[config.mk]
export PLATFORM = sky130hd
export DESIGN_NAME = lmem_attr_dec
export DESIGN_NICKNAME = d
export VERILOG_FILES = /design/src/rtl/lmem_pkg.sv /design/src/rtl/lmem_cfg_regs.sv /design/src/rtl/lmem_route.sv /design/src/rtl/lmem_attr_dec.sv
export SDC_FILE = /design/constraint.sdc
export NUM_CORES = 1
export LEC_CHECK = 0
export CAP_MARGIN = 30
export CORE_UTILIZATION = 35
export CTS_CLUSTER_DIAMETER = 150
export DETAILED_ROUTE_END_ITERATION = 10
export DONT_BUFFER_PORTS = 1
export GPL_TIMING_DRIVEN = 1
export PLACE_DENSITY = 0.53
export SYNTH_ARGS = -nofsm -noshare
export SYNTH_HDL_FRONTEND = slang
export SYNTH_HIERARCHICAL = 1
export SYNTH_SLANG_ARGS = --single-unit
[constraint.sdc]
create_clock -name clk_i -period 5.6 [get_ports clk_i]
set_input_delay 1.4 -clock clk_i [delete_from_list [all_inputs] [get_ports clk_i]]
set_output_delay 1.4 -clock clk_i [all_outputs]
set_load 0.02 [all_outputs]
[src/rtl/lmem_pkg.sv]
package lmem_pkg;
  typedef enum logic [1:0] {
    ATTR_BUS_A = 2'd0,
    ATTR_RO    = 2'd1,
    ATTR_BUS_B = 2'd2,
    ATTR_RW    = 2'd3
  } attr_e;

  localparam logic [7:0] OFF_SIZE   = 8'h57;
  localparam logic [7:0] OFF_ATTR0  = 8'h59;
  localparam logic [7:0] OFF_SMRAM  = 8'h72;
  localparam int         NUM_AREGS  = 7;
  localparam int         NUM_SEG    = 12;
  localparam logic [7:0] SMRAM_RST  = 8'h02;
  localparam int         SM_OPEN_B  = 6;
  localparam int         SM_EN_B    = 3;

  localparam logic [31:0] WIN_BASE  = 32'h000A_0000;
  localparam logic [31:0] ROM_BASE  = 32'h000C_0000;
  localparam logic [31:0] BIOS_BASE = 32'h000F_0000;
  localparam logic [31:0] DEC_LIMIT = 32'h0010_0000;
endpackage

[src/rtl/lmem_cfg_regs.sv]
module lmem_cfg_regs
  import lmem_pkg::*;
#(
  parameter int DRAM_MIB = 128
) (
  input  logic                        clk_i,
  input  logic                        rst_ni,
  input  logic                        we_i,
  input  logic [7:0]                  waddr_i,
  input  logic [7:0]                  wdata_i,
  input  logic [7:0]                  raddr_i,
  output logic [7:0]                  rdata_o,
  output logic [1:0]                  top_attr_o,
  output logic [NUM_SEG-1:0][1:0]     seg_attr_o,
  output logic                        sm_open_o,
  output logic                        sm_en_o
);
  localparam int         SIZE_UNITS = (DRAM_MIB / 8 > 255) ? 255 : DRAM_MIB / 8;
  localparam logic [7:0] SIZE_VAL   = 8'(SIZE_UNITS);

  logic [NUM_AREGS-1:0][7:0] attr_q;
  logic [7:0]                smram_q;

  for (genvar g = 0; g < NUM_AREGS; g++) begin : g_areg
    always_ff @(posedge clk_i or negedge rst_ni) begin
      if (!rst_ni)                                   attr_q[g] <= 8'h00;
      else if (we_i && waddr_i == OFF_ATTR0 + 8'(g)) attr_q[g] <= wdata_i;
    end
  end

  always_ff @(posedge clk_i or negedge rst_ni) begin
    if (!rst_ni)                           smram_q <= SMRAM_RST;
    else if (we_i && waddr_i == OFF_SMRAM) smram_q <= wdata_i;
  end

  always_comb begin
    rdata_o = 8'h00;
    if (raddr_i == OFF_SIZE)  rdata_o = SIZE_VAL;
    if (raddr_i == OFF_SMRAM) rdata_o = smram_q;
    for (int i = 0; i < NUM_AREGS; i++)
      if (raddr_i == OFF_ATTR0 + 8'(i)) rdata_o = attr_q[i];
  end

  // top segment lives in the high nibble of the first byte
  assign top_attr_o = attr_q[0][5:4];
  for (genvar s = 0; s < NUM_SEG; s++) begin : g_seg
    assign seg_attr_o[s] = attr_q[1 + s/2][(s%2)*4 +: 2];
  end

  assign sm_open_o = smram_q[SM_OPEN_B];
  assign sm_en_o   = smram_q[SM_EN_B];

  AST_SMRAM_WRITE: assert property (@(posedge clk_i) disable iff (!rst_ni)
    we_i && waddr_i == OFF_SMRAM |=> smram_q == $past(wdata_i));
  AST_ATTR_HOLD: assert property (@(posedge clk_i) disable iff (!rst_ni)
    !we_i |=> $stable(attr_q));
endmodule

[src/rtl/lmem_route.sv]
module lmem_route
  import lmem_pkg::*;
(
  input  logic [31:0]             addr_i,
  input  logic                    we_i,
  input  logic                    smm_i,
  input  logic [1:0]              top_attr_i,
  input  logic [NUM_SEG-1:0][1:0] seg_attr_i,
  input  logic                    sm_open_i,
  input  logic                    sm_en_i,
  output logic                    dram_o,
  output logic                    bus_o
);
  logic [3:0] seg_idx;
  attr_e      attr;

  assign seg_idx = addr_i[17:14];

  always_comb begin
    attr = ATTR_BUS_A;
    if (addr_i >= BIOS_BASE) attr = attr_e'(top_attr_i);
    else if (seg_idx < 4'(NUM_SEG)) attr = attr_e'(seg_attr_i[seg_idx]);
  end

  always_comb begin
    dram_o = 1'b0;
    bus_o  = 1'b0;
    if (addr_i < WIN_BASE) begin
      dram_o = 1'b1;
    end else if (addr_i < ROM_BASE) begin
      if (sm_open_i || (sm_en_i && smm_i)) dram_o = 1'b1;
      else                                 bus_o  = 1'b1;
    end else if (addr_i < DEC_LIMIT) begin
      unique case (attr)
        ATTR_RW: dram_o = 1'b1;
        ATTR_RO: dram_o = !we_i;  // writes dropped
        default: bus_o  = 1'b1;
      endcase
    end
  end
endmodule

[src/rtl/lmem_attr_dec.sv]
module lmem_attr_dec
  import lmem_pkg::*;
#(
  parameter int DRAM_MIB = 128
) (
  input  logic        clk_i,
  input  logic        rst_ni,
  input  logic        cfg_we_i,
  input  logic [7:0]  cfg_waddr_i,
  input  logic [7:0]  cfg_wdata_i,
  input  logic [7:0]  cfg_raddr_i,
  output logic [7:0]  cfg_rdata_o,
  input  logic        smm_i,
  input  logic [31:0] acc_addr_i,
  input  logic        acc_we_i,
  output logic        dram_sel_o,
  output logic        bus_fwd_o
);
  logic [1:0]              top_attr;
  logic [NUM_SEG-1:0][1:0] seg_attr;
  logic                    sm_open, sm_en;

  lmem_cfg_regs #(.DRAM_MIB(DRAM_MIB)) u_regs (
    .clk_i      (clk_i),
    .rst_ni     (rst_ni),
    .we_i       (cfg_we_i),
    .waddr_i    (cfg_waddr_i),
    .wdata_i    (cfg_wdata_i),
    .raddr_i    (cfg_raddr_i),
    .rdata_o    (cfg_rdata_o),
    .top_attr_o (top_attr),
    .seg_attr_o (seg_attr),
    .sm_open_o  (sm_open),
    .sm_en_o    (sm_en)
  );

  lmem_route u_route (
    .addr_i     (acc_addr_i),
    .we_i       (acc_we_i),
    .smm_i      (smm_i),
    .top_attr_i (top_attr),
    .seg_attr_i (seg_attr),
    .sm_open_i  (sm_open),
    .sm_en_i    (sm_en),
    .dram_o     (dram_sel_o),
    .bus_o      (bus_fwd_o)
  );

  AST_LOW_DRAM: assert property (@(posedge clk_i) disable iff (!rst_ni)
    acc_addr_i < WIN_BASE |-> dram_sel_o && !bus_fwd_o);
  AST_HIGH_NONE: assert property (@(posedge clk_i) disable iff (!rst_ni)
    acc_addr_i >= DEC_LIMIT |-> !dram_sel_o && !bus_fwd_o);
  AST_EXCLUSIVE: assert property (@(posedge clk_i) disable iff (!rst_ni)
    !(dram_sel_o && bus_fwd_o));
  AST_WIN_OPEN: assert property (@(posedge clk_i) disable iff (!rst_ni)
    acc_addr_i >= WIN_BASE && acc_addr_i < ROM_BASE && sm_open |-> dram_sel_o);
  AST_WIN_SMM: assert property (@(posedge clk_i) disable iff (!rst_ni)
    acc_addr_i >= WIN_BASE && acc_addr_i < ROM_BASE && !sm_open && sm_en
    |-> dram_sel_o == smm_i);
  AST_RO_WRITE: assert property (@(posedge clk_i) disable iff (!rst_ni)
    acc_addr_i >= BIOS_BASE && acc_addr_i < DEC_LIMIT && top_attr == 2'd1 && acc_we_i
    |-> !dram_sel_o && !bus_fwd_o);
endmodule

Word level (Yosys, flattened, before mapping). Index checks and enable logic that the tools add are counted.

Logic and storage cells: 68. Output and inout bits: 10. Register bits: 64. Input bits: 61.

Muxes and demuxes: 23. Reduce and logical (&&, ||, !) cells: 12. Equality and inequality tests: 19. Order comparisons: 6.

Operators by type and width (number): $eq 8x7->1 const B (17); $lt 32x20->1 const B (2); $mux 8 (8); $ge 32x20->1 const B (1); $lt 32x21->1 const B (1); $logic_and 1x1->1 (9); $mux 1 (9); $bmux 2 s4 (1); $mux 2 (3); $lt 4x5->1 const B (1); $mux 5 (1); $lt 4x4->1 const B (1); $eq 2x1->1 const B (1); $eq 2x2->1 const B (1); $pmux 1 s2 (1); $reduce_or 2->1 (1); $logic_not 1->1 (1); $logic_or 1x1->1 (1).

Logic depth before layout (Yosys ltp). Gate-level depths: netlist (run 1).

Word-level depth: 10. Gate-level depth with buffers: 7. Gate-level depth less buffers: 5.

Modules after synthesis. Netlist (run 1), hierarchy kept.

By module, submodules not included: lmem_cfg_regs (area an instance 3445.8 µm², times used 1, cells each 284); lmem_route (area an instance 376.6 µm², times used 1, cells each 41).

Worst setup path after synthesis (run 1). OpenSTA, ideal clock, no wires.

Path kind: in2out. Start point: input port acc_addr_i[22]. End point: output port dram_sel_o. Slack: 1196 ps. Arrival: 3004 ps. Stages: 5. Data required time: 4200 ps. Buffers on the path: 0. Cell sequence: nor4_4 > nand3_1 > or3_1 > or4_1 > a31oi_1.

Word-level cells in the longest chain between the ends: 7. Elaborated cells between the ends (all ways): 11.

RTL lines: from (decl) (line lmem_attr_dec.sv:14) `input logic [31:0] acc_addr_i,`; $ge 32x20->1 (line lmem_route.sv:21) `if (addr_i >= BIOS_BASE) attr = attr_e'(top_attr_i);`; $mux 2 (line lmem_route.sv:21); $eq 2x1->1 or $eq 2x2->1 (tied branches) (line lmem_route.sv:34) `unique case (attr)`; $pmux 1 s2 (line lmem_route.sv:34); $mux 1 (line lmem_route.sv:33) `end else if (addr_i < DEC_LIMIT) begin`; $mux 1 (line lmem_route.sv:30) `end else if (addr_i < ROM_BASE) begin`; $mux 1 * (line lmem_route.sv:28) `if (addr_i < WIN_BASE) begin`; to (decl) (line lmem_attr_dec.sv:16) `output logic dram_sel_o,`.

Every way passes the cells marked *; elsewhere a longest branch is shown, timed or not.

Final worst setup path (run 1). Same ends and word-level chain as after synthesis.

==> metrics, run 1 <==
Vias roughly 2400; Root Buffer Master sky130_fd_sc_hd__clkbuf_8; Placer Congestion slightly above 0.7; total routed wire length on the met1 layer about 4.2 mm; number of buffers created by CTS 9; TritonCTS clock tree yes; Synth Cell Area about 3800 um^2; global-route wire length before repair ~14 mm; Crit Path Category in -> out; worst-case clock buffer depth 2; standard cell area after detailed placement around 3700 um^2; die width around 110 um; count of hold-fix buffers inserted at cts 0; DRC violation total after the first TritonRoute iteration 122; share of layout cells above drive strength 1 about 34%; top cells by area, synth sky130_fd_sc_hd__dfrtp_1 41%, sky130_fd_sc_hd__mux2_2 20%, sky130_fd_sc_hd__buf_4 5.7%, sky130_fd_sc_hd__a32o_1 2.1%, sky130_fd_sc_hd__mux4_1 2.1%; Port Buf Inserts 0; final worst path period share 81.17%; CTS sink cnt 64; total global routing track utilization 17.17%; number of synthesized flops with an enable pin 0; Max Slew Vio Count 0; fraction of post-synthesis cell area in the top cell type by area approximately two fifths; f_max roughly 220 MHz; drt via density around 5.6; maximum fanout along the worst path 4; # fillers ~1100; drc violations 0; flip-flop and latch count after synthesis 64; Setup Skew 0 ps; most frequent cells after synthesis 68 x sky130_fd_sc_hd__mux2_2, 63 x sky130_fd_sc_hd__dfrtp_1, 29 x sky130_fd_sc_hd__buf_4; number of warnings printed during yosys synthesis 6; Reg clk slew, reported paths around 70 ps; post-route standard cell area excluding fillers approximately 3900 um^2; Post-DP HPWL around 6.1 mm; Post-CTS Setup Bufs 0; remaining global-route overflow 0; sequential fraction of the synthesis area 41.93%; data arrival time at the worst-slack endpoint approximately 3200 ps; post-synthesis net count a little under 400; core footprint 10460 um^2; path category of the worst min-delay check reg -> reg; unrepaired setup endpoints after global routing false; synthesized area per cell roughly 12 um^2; most used standard cell by instance count after synthesis sky130_fd_sc_hd__mux2_2; number of max-cap violations 0; Worst setup EP type primary output; min cycle time layout 4546 ps; detail-routed net length per standard cell about 21 um; number of levels in the clock H-tree 3; worst supply voltage drop on vdd between 0.0001 and 0.00015 V; most area-hungry cell type in the Yosys netlist sky130_fd_sc_hd__dfrtp_1; die area ~11000 um^2; CTS-repair resized insts 0; count of distinct cell types in the synthesized netlist 58; power per standard cell area approximately 260 nW/um^2; Final Net Count between 300 and 400; metal2 WL approximately 4.4 mm; count of inserted antenna diode cells 0; number of nets with antenna violations after routing 0; top-level I/O count 71; Sum Neg Setup Slack 0 ps; Pre-Repair DR Iteration Count 4; run status finished clean; top layer reached by signal wires met4; number of antenna violations at the first check in global routing 0; count of final setup violators 0; total length of routed wires 9.199 mm; Die Height around 110 um; Layout area overhead 2.815%; clock insertion delay at the later pin of the skew report 340 ps; via count of the first global-routing pass ~2400; Final Hold Vio Count 0; static leakage power 1.776 nW; Worst Max-Slew Pin Slew roughly 580 ps; proportion of synthesized flip-flops having asynchronous set or reset 100.0%; # rows 37; pin count of the biggest net entering global routing 65; effective utilization at floorplan a little over a third; met3 wire length 454 um; worst-case headroom to the max-slew limit around 61%; CP startpoint kind primary input; instance count of the mapped netlist about 330; critical path data required time between 4000 and 5000 ps; Most used DFF post-synth sky130_fd_sc_hd__dfrtp_1
==> registers in the layout (all words and copies together) (netlist names) <==
register	flops
u_regs/attr_q	30
u_regs/seg_attr_o	24
u_regs/smram_q	8
u_regs/top_attr_o	2
==> worst max-delay path, cell delays in order <==
cell and delay (ps):
sky130_fd_sc_hd__nor4_4 330, sky130_fd_sc_hd__nand3_1 110, sky130_fd_sc_hd__or3_1 340, sky130_fd_sc_hd__or4_1 510, sky130_fd_sc_hd__a31oi_1 450
==> where the power goes <==
part | switching [W] | internal, W | total, W
logic | 0.0000208 | 0.0000374 | 0.0000581
registers | 0.0000133 | 0.000484 | 0.000498
clock network | 0.000189 | 0.000260 | 0.000449
==> kinds of logic after synthesis <==
group                  share of synthesized area (%)
AOI/OAI and AO/OA                              9.231
and+or+nand+nor                                14.76
DFF                                            41.93
muxes                                          25.40
buffers and inverters                          8.674
==> metal layers <==
metal | vias up | track usage [%]
met2 | 57 | 28.20
met1 | 1248 | 22.28
met5 | - | 0
met3 | 10 | 4.169
li1 | 1133 | -
met4 | 0 | 5.284
==> cell usage in the layout (no fill, tap or decap), types with 4 or more instances in the layout <==
cell type / n
sky130_fd_sc_hd__o211ai_1: 4
sky130_fd_sc_hd__mux2_2: 68
sky130_fd_sc_hd__mux2i_1: 7
sky130_fd_sc_hd__and2_1: 5
sky130_fd_sc_hd__a22oi_1: 5
sky130_fd_sc_hd__or4_1: 4
sky130_fd_sc_hd__or3_1: 6
sky130_fd_sc_hd__inv_1: 11
sky130_fd_sc_hd__a32o_1: 8
sky130_fd_sc_hd__nand2_1: 15
sky130_fd_sc_hd__nor2_1: 4
sky130_fd_sc_hd__nand3_1: 7
sky130_fd_sc_hd__clkbuf_8: 10
sky130_fd_sc_hd__o311ai_0: 4
sky130_fd_sc_hd__o21ai_0: 14
sky130_fd_sc_hd__a21oi_1: 5
sky130_fd_sc_hd__dfrtp_1: 63
==> cell type report <==
cell class | count | area [um^2] | area share (%)
clock inverters | 6 | 82.58 | 2.101
clock buffers | 10 | 137.6 | 3.502
repair buffers | 1 | 7.507 | 0.1910
flip-flops and latches | 64 | 1603 | 40.78
inverters | 11 | 41.29 | 1.051
well taps | 136 | 170.2 | 4.330
multi-input cells | 207 | 1888 | 48.04
==> final timing paths <==
kind | from | end | slack, ps | cells past startpoint
worst max-delay path | acc_addr_i[22] | dram_sel_o | 1050 | 5
min in group asynchronous | rst_ni | u_regs/smram_q[5] | 740 | 0
worst max register to register | u_regs/seg_attr_o[14] | u_regs/seg_attr_o[14] | 4780 | 1
worst min register to register | u_regs/attr_q[6] | u_regs/attr_q[6] | 500 | 1
max in group asynchronous | rst_ni | u_regs/smram_q[1] | 4650 | 0
worst min-delay path | u_regs/attr_q[6] | u_regs/attr_q[6] | 500 | 1
==> per-stage QoR <==
| step | cells | utilization [%] | hold slack, ps | power (W) | setup slack (ps) |
|---|---|---|---|---|---|
| 2_1_floorplan | 325 | - | 473.7 | 0.0005769 | 1196 |
| 3_3_place_gp | 419 | 35.46 | 481.7 | 0.0005621 | 1075 |
| 3_5_place_dp | 419 | 35.46 | 487.6 | 0.0005644 | 1048 |
| 4_1_cts | 435 | 37.56 | 504.8 | 0.001011 | 1033 |
| 5_1_grt | 435 | 37.56 | 522.5 | 0.001038 | 970.7 |
| 6_report | 435 | 37.56 | 503.9 | 0.001005 | 1054 |
No activity file was read; power rests on OpenSTA's default activity.
==> inputs of run 2 (changes only) <==
clock period = 4.5 ns   (was 5.6 ns; I/O delays follow)
==> run 2 against run 1 <==
Net effect: clock power increased by 12%; first-iteration DRC count increased by 16%; routed wire length decreased by 0.38%; sequential power increased by 24%; register-to-register slack got worse by 1100 ps; combinational power increased by 24%; final cell count unchanged; worst setup slack got worse by 560 ps; total power increased by 19%; count of clock-buffer cells in the layout increased by 3; critical path type unchanged; largest power group unchanged.
==> metrics, run 2 (synthesized netlist as in run 1, its figures left out) <==
Switching Share 21.73%; Die Height ~110 um; part of the power in the clock network approximately 42%; leading cell type in the layout, fill and taps excluded sky130_fd_sc_hd__mux2_2; Worst Max-Slew Pin Slew just under 600 ps; die area ~11000 um^2; max reg flops 30; global-route wire length before repair ~15 mm; overall power of the completed layout approximately 0.0012 W; non-filler instance count after layout 435; f_max 249.7 MHz; Sum Neg Setup Slack 0 ps; count of inserted antenna diode cells 0; static leakage power around 1.8 nW; register with the most flip-flops u_regs/attr_q; total global routing track utilization 17.54%; CTS sink cnt 64; DRC violation total after the first TritonRoute iteration around 140; Final Hold Vio Count 0; Crit Path Category in -> out; setup slack on the worst flop-to-flop path 3700 ps; power per standard cell area approximately 300 nW/um^2; remaining global-route overflow 0; drc violations 0; worst-case clock buffer depth 2; Pre-Repair DR Iteration Count 4; data arrival time at the worst-slack endpoint approximately 2900 ps; area of all sequential standard cells approximately 1600 um^2; CP startpoint kind primary input; number of cells in the design after placement between 400 and 500; run status finished clean; Post-DP HPWL roughly 6.0 mm; number of buffers created by CTS 9; # rows 37; Placer Congestion between 0.7 and 0.8; Setup Skew 0 ps; Final Net Count 355; footprint of the multi-input gates around 1900 um^2; count of hold-fix buffers inserted at cts 0; utilization of the core after routing around 37%; number of max-cap violations 0; Post-CTS Setup Bufs 0; count of final setup violators 0; Root Buffer Master sky130_fd_sc_hd__clkbuf_8; Layout area overhead 2.259%; power dissipated by switching net loads about 0.00026 W; worst supply voltage drop on vdd roughly 0.00023 V; CTS-repair resized insts 0; effective utilization at floorplan a little over a third; worst-case headroom to the max-slew limit between 60% and 70%; number of antenna violations at the first check in global routing 0; Port Buf Inserts 0; standard cell area after detailed placement between 3000 and 4000 um^2; min cycle time layout 4004 ps; combinational group share of total power 6.0%; cell internal power dissipation 0.0009343 W; maximum fanout along the worst path 4; detail-routed net length per standard cell approximately 21 um; # fillers between 1000 and 1500; via count of the first global-routing pass roughly 2600; Vias about 2400; Max Slew Vio Count 0; highest-count cells in the layout ignoring fill and taps 68 x sky130_fd_sc_hd__mux2_2, 63 x sky130_fd_sc_hd__dfrtp_1, 15 x sky130_fd_sc_hd__nand2_1; unrepaired setup endpoints after global routing false; share of layout cells above drive strength 1 between 30 and 40%; core footprint ~10000 um^2; clock insertion delay at the later pin of the skew report between 300 and 400 ps; sequential cell fraction of total power slightly above 50%; top-level I/O count just over 70; total length of routed wires around 9.2 mm; critical path data required time approximately 3400 ps; TritonCTS clock tree yes; Worst setup EP type primary output; pin count of the biggest net entering global routing between 60 and 70; final worst path period share 88.99%; path category of the worst min-delay check in -> async; die width between 100 and 150 um; post-route standard cell area excluding fillers about 3900 um^2; drt via density about 5.6; Reg clk slew, reported paths about 70 ps; number of levels in the clock H-tree 3; number of nets with antenna violations after routing 0
-- run 2: changes by cell type in the layout (fill, tap and decap cells not counted), sizes merged --
cell / previous run / this run
clkbuf: 10 / 13
clkinv: 3 / 2
bufinv: 2 / 1
clkinvlp: 1 / 0
-- run 2: per-stage QoR --
step           hold WS, ps  setup slack, ps
6_report             478.2            495.5
5_1_grt              441.1            455.7
4_1_cts              457.0            487.9
3_5_place_dp         488.2            506.5
3_3_place_gp         481.7            525.2
2_1_floorplan        473.7            645.9
-- run 2: layer usage --
layer	global-route usage (%)	part of all wire (%)
met1	21.65	44
met2	29.36	48
met3	5.825	6.8
met4	4.501	1.4
met5	0	0
-- run 2: cell type report --
class	count	area share (%)
Clock inverter	3	1.024
Sequential cell	64	41.01
Clock buffer	13	4.065
Timing Repair Buffer	1	0.1921
Tap cell	136	4.353
Multi-Input combinational cell	207	48.30
Inverter	11	1.056
-- run 2: final timing paths --
check | start | end | depth (start not counted)
worst max-delay path | acc_addr_i[22] | dram_sel_o | 5
worst min-delay path | rst_ni | u_regs/attr_q[22] | 0
worst max register to register | u_regs/seg_attr_o[14] | u_regs/seg_attr_o[14] | 1
worst min register to register | u_regs/attr_q[30] | u_regs/attr_q[30] | 1
max in group asynchronous | rst_ni | u_regs/smram_q[1] | 0
min in group clk_i | u_regs/attr_q[30] | u_regs/attr_q[30] | 1
-- run 2: critical path: stages --
cell and delay (ps):
sky130_fd_sc_hd__nor4_4 330, sky130_fd_sc_hd__nand3_1 120, sky130_fd_sc_hd__or3_1 350, sky130_fd_sc_hd__or4_1 510, sky130_fd_sc_hd__a31oi_1 450
-- run 2: power by group through the flow --
stage	Clock [W]	Combinational (W)	Sequential [W]
6_report	0.000502	0.0000722	0.000619
5_1_grt	0.000546	0.0000792	0.000623
4_1_cts	0.000520	0.0000727	0.000619
3_5_place_dp	0	0.0000722	0.000630
3_3_place_gp	0	0.0000707	0.000629
2_1_floorplan	0	0.0000928	0.000625
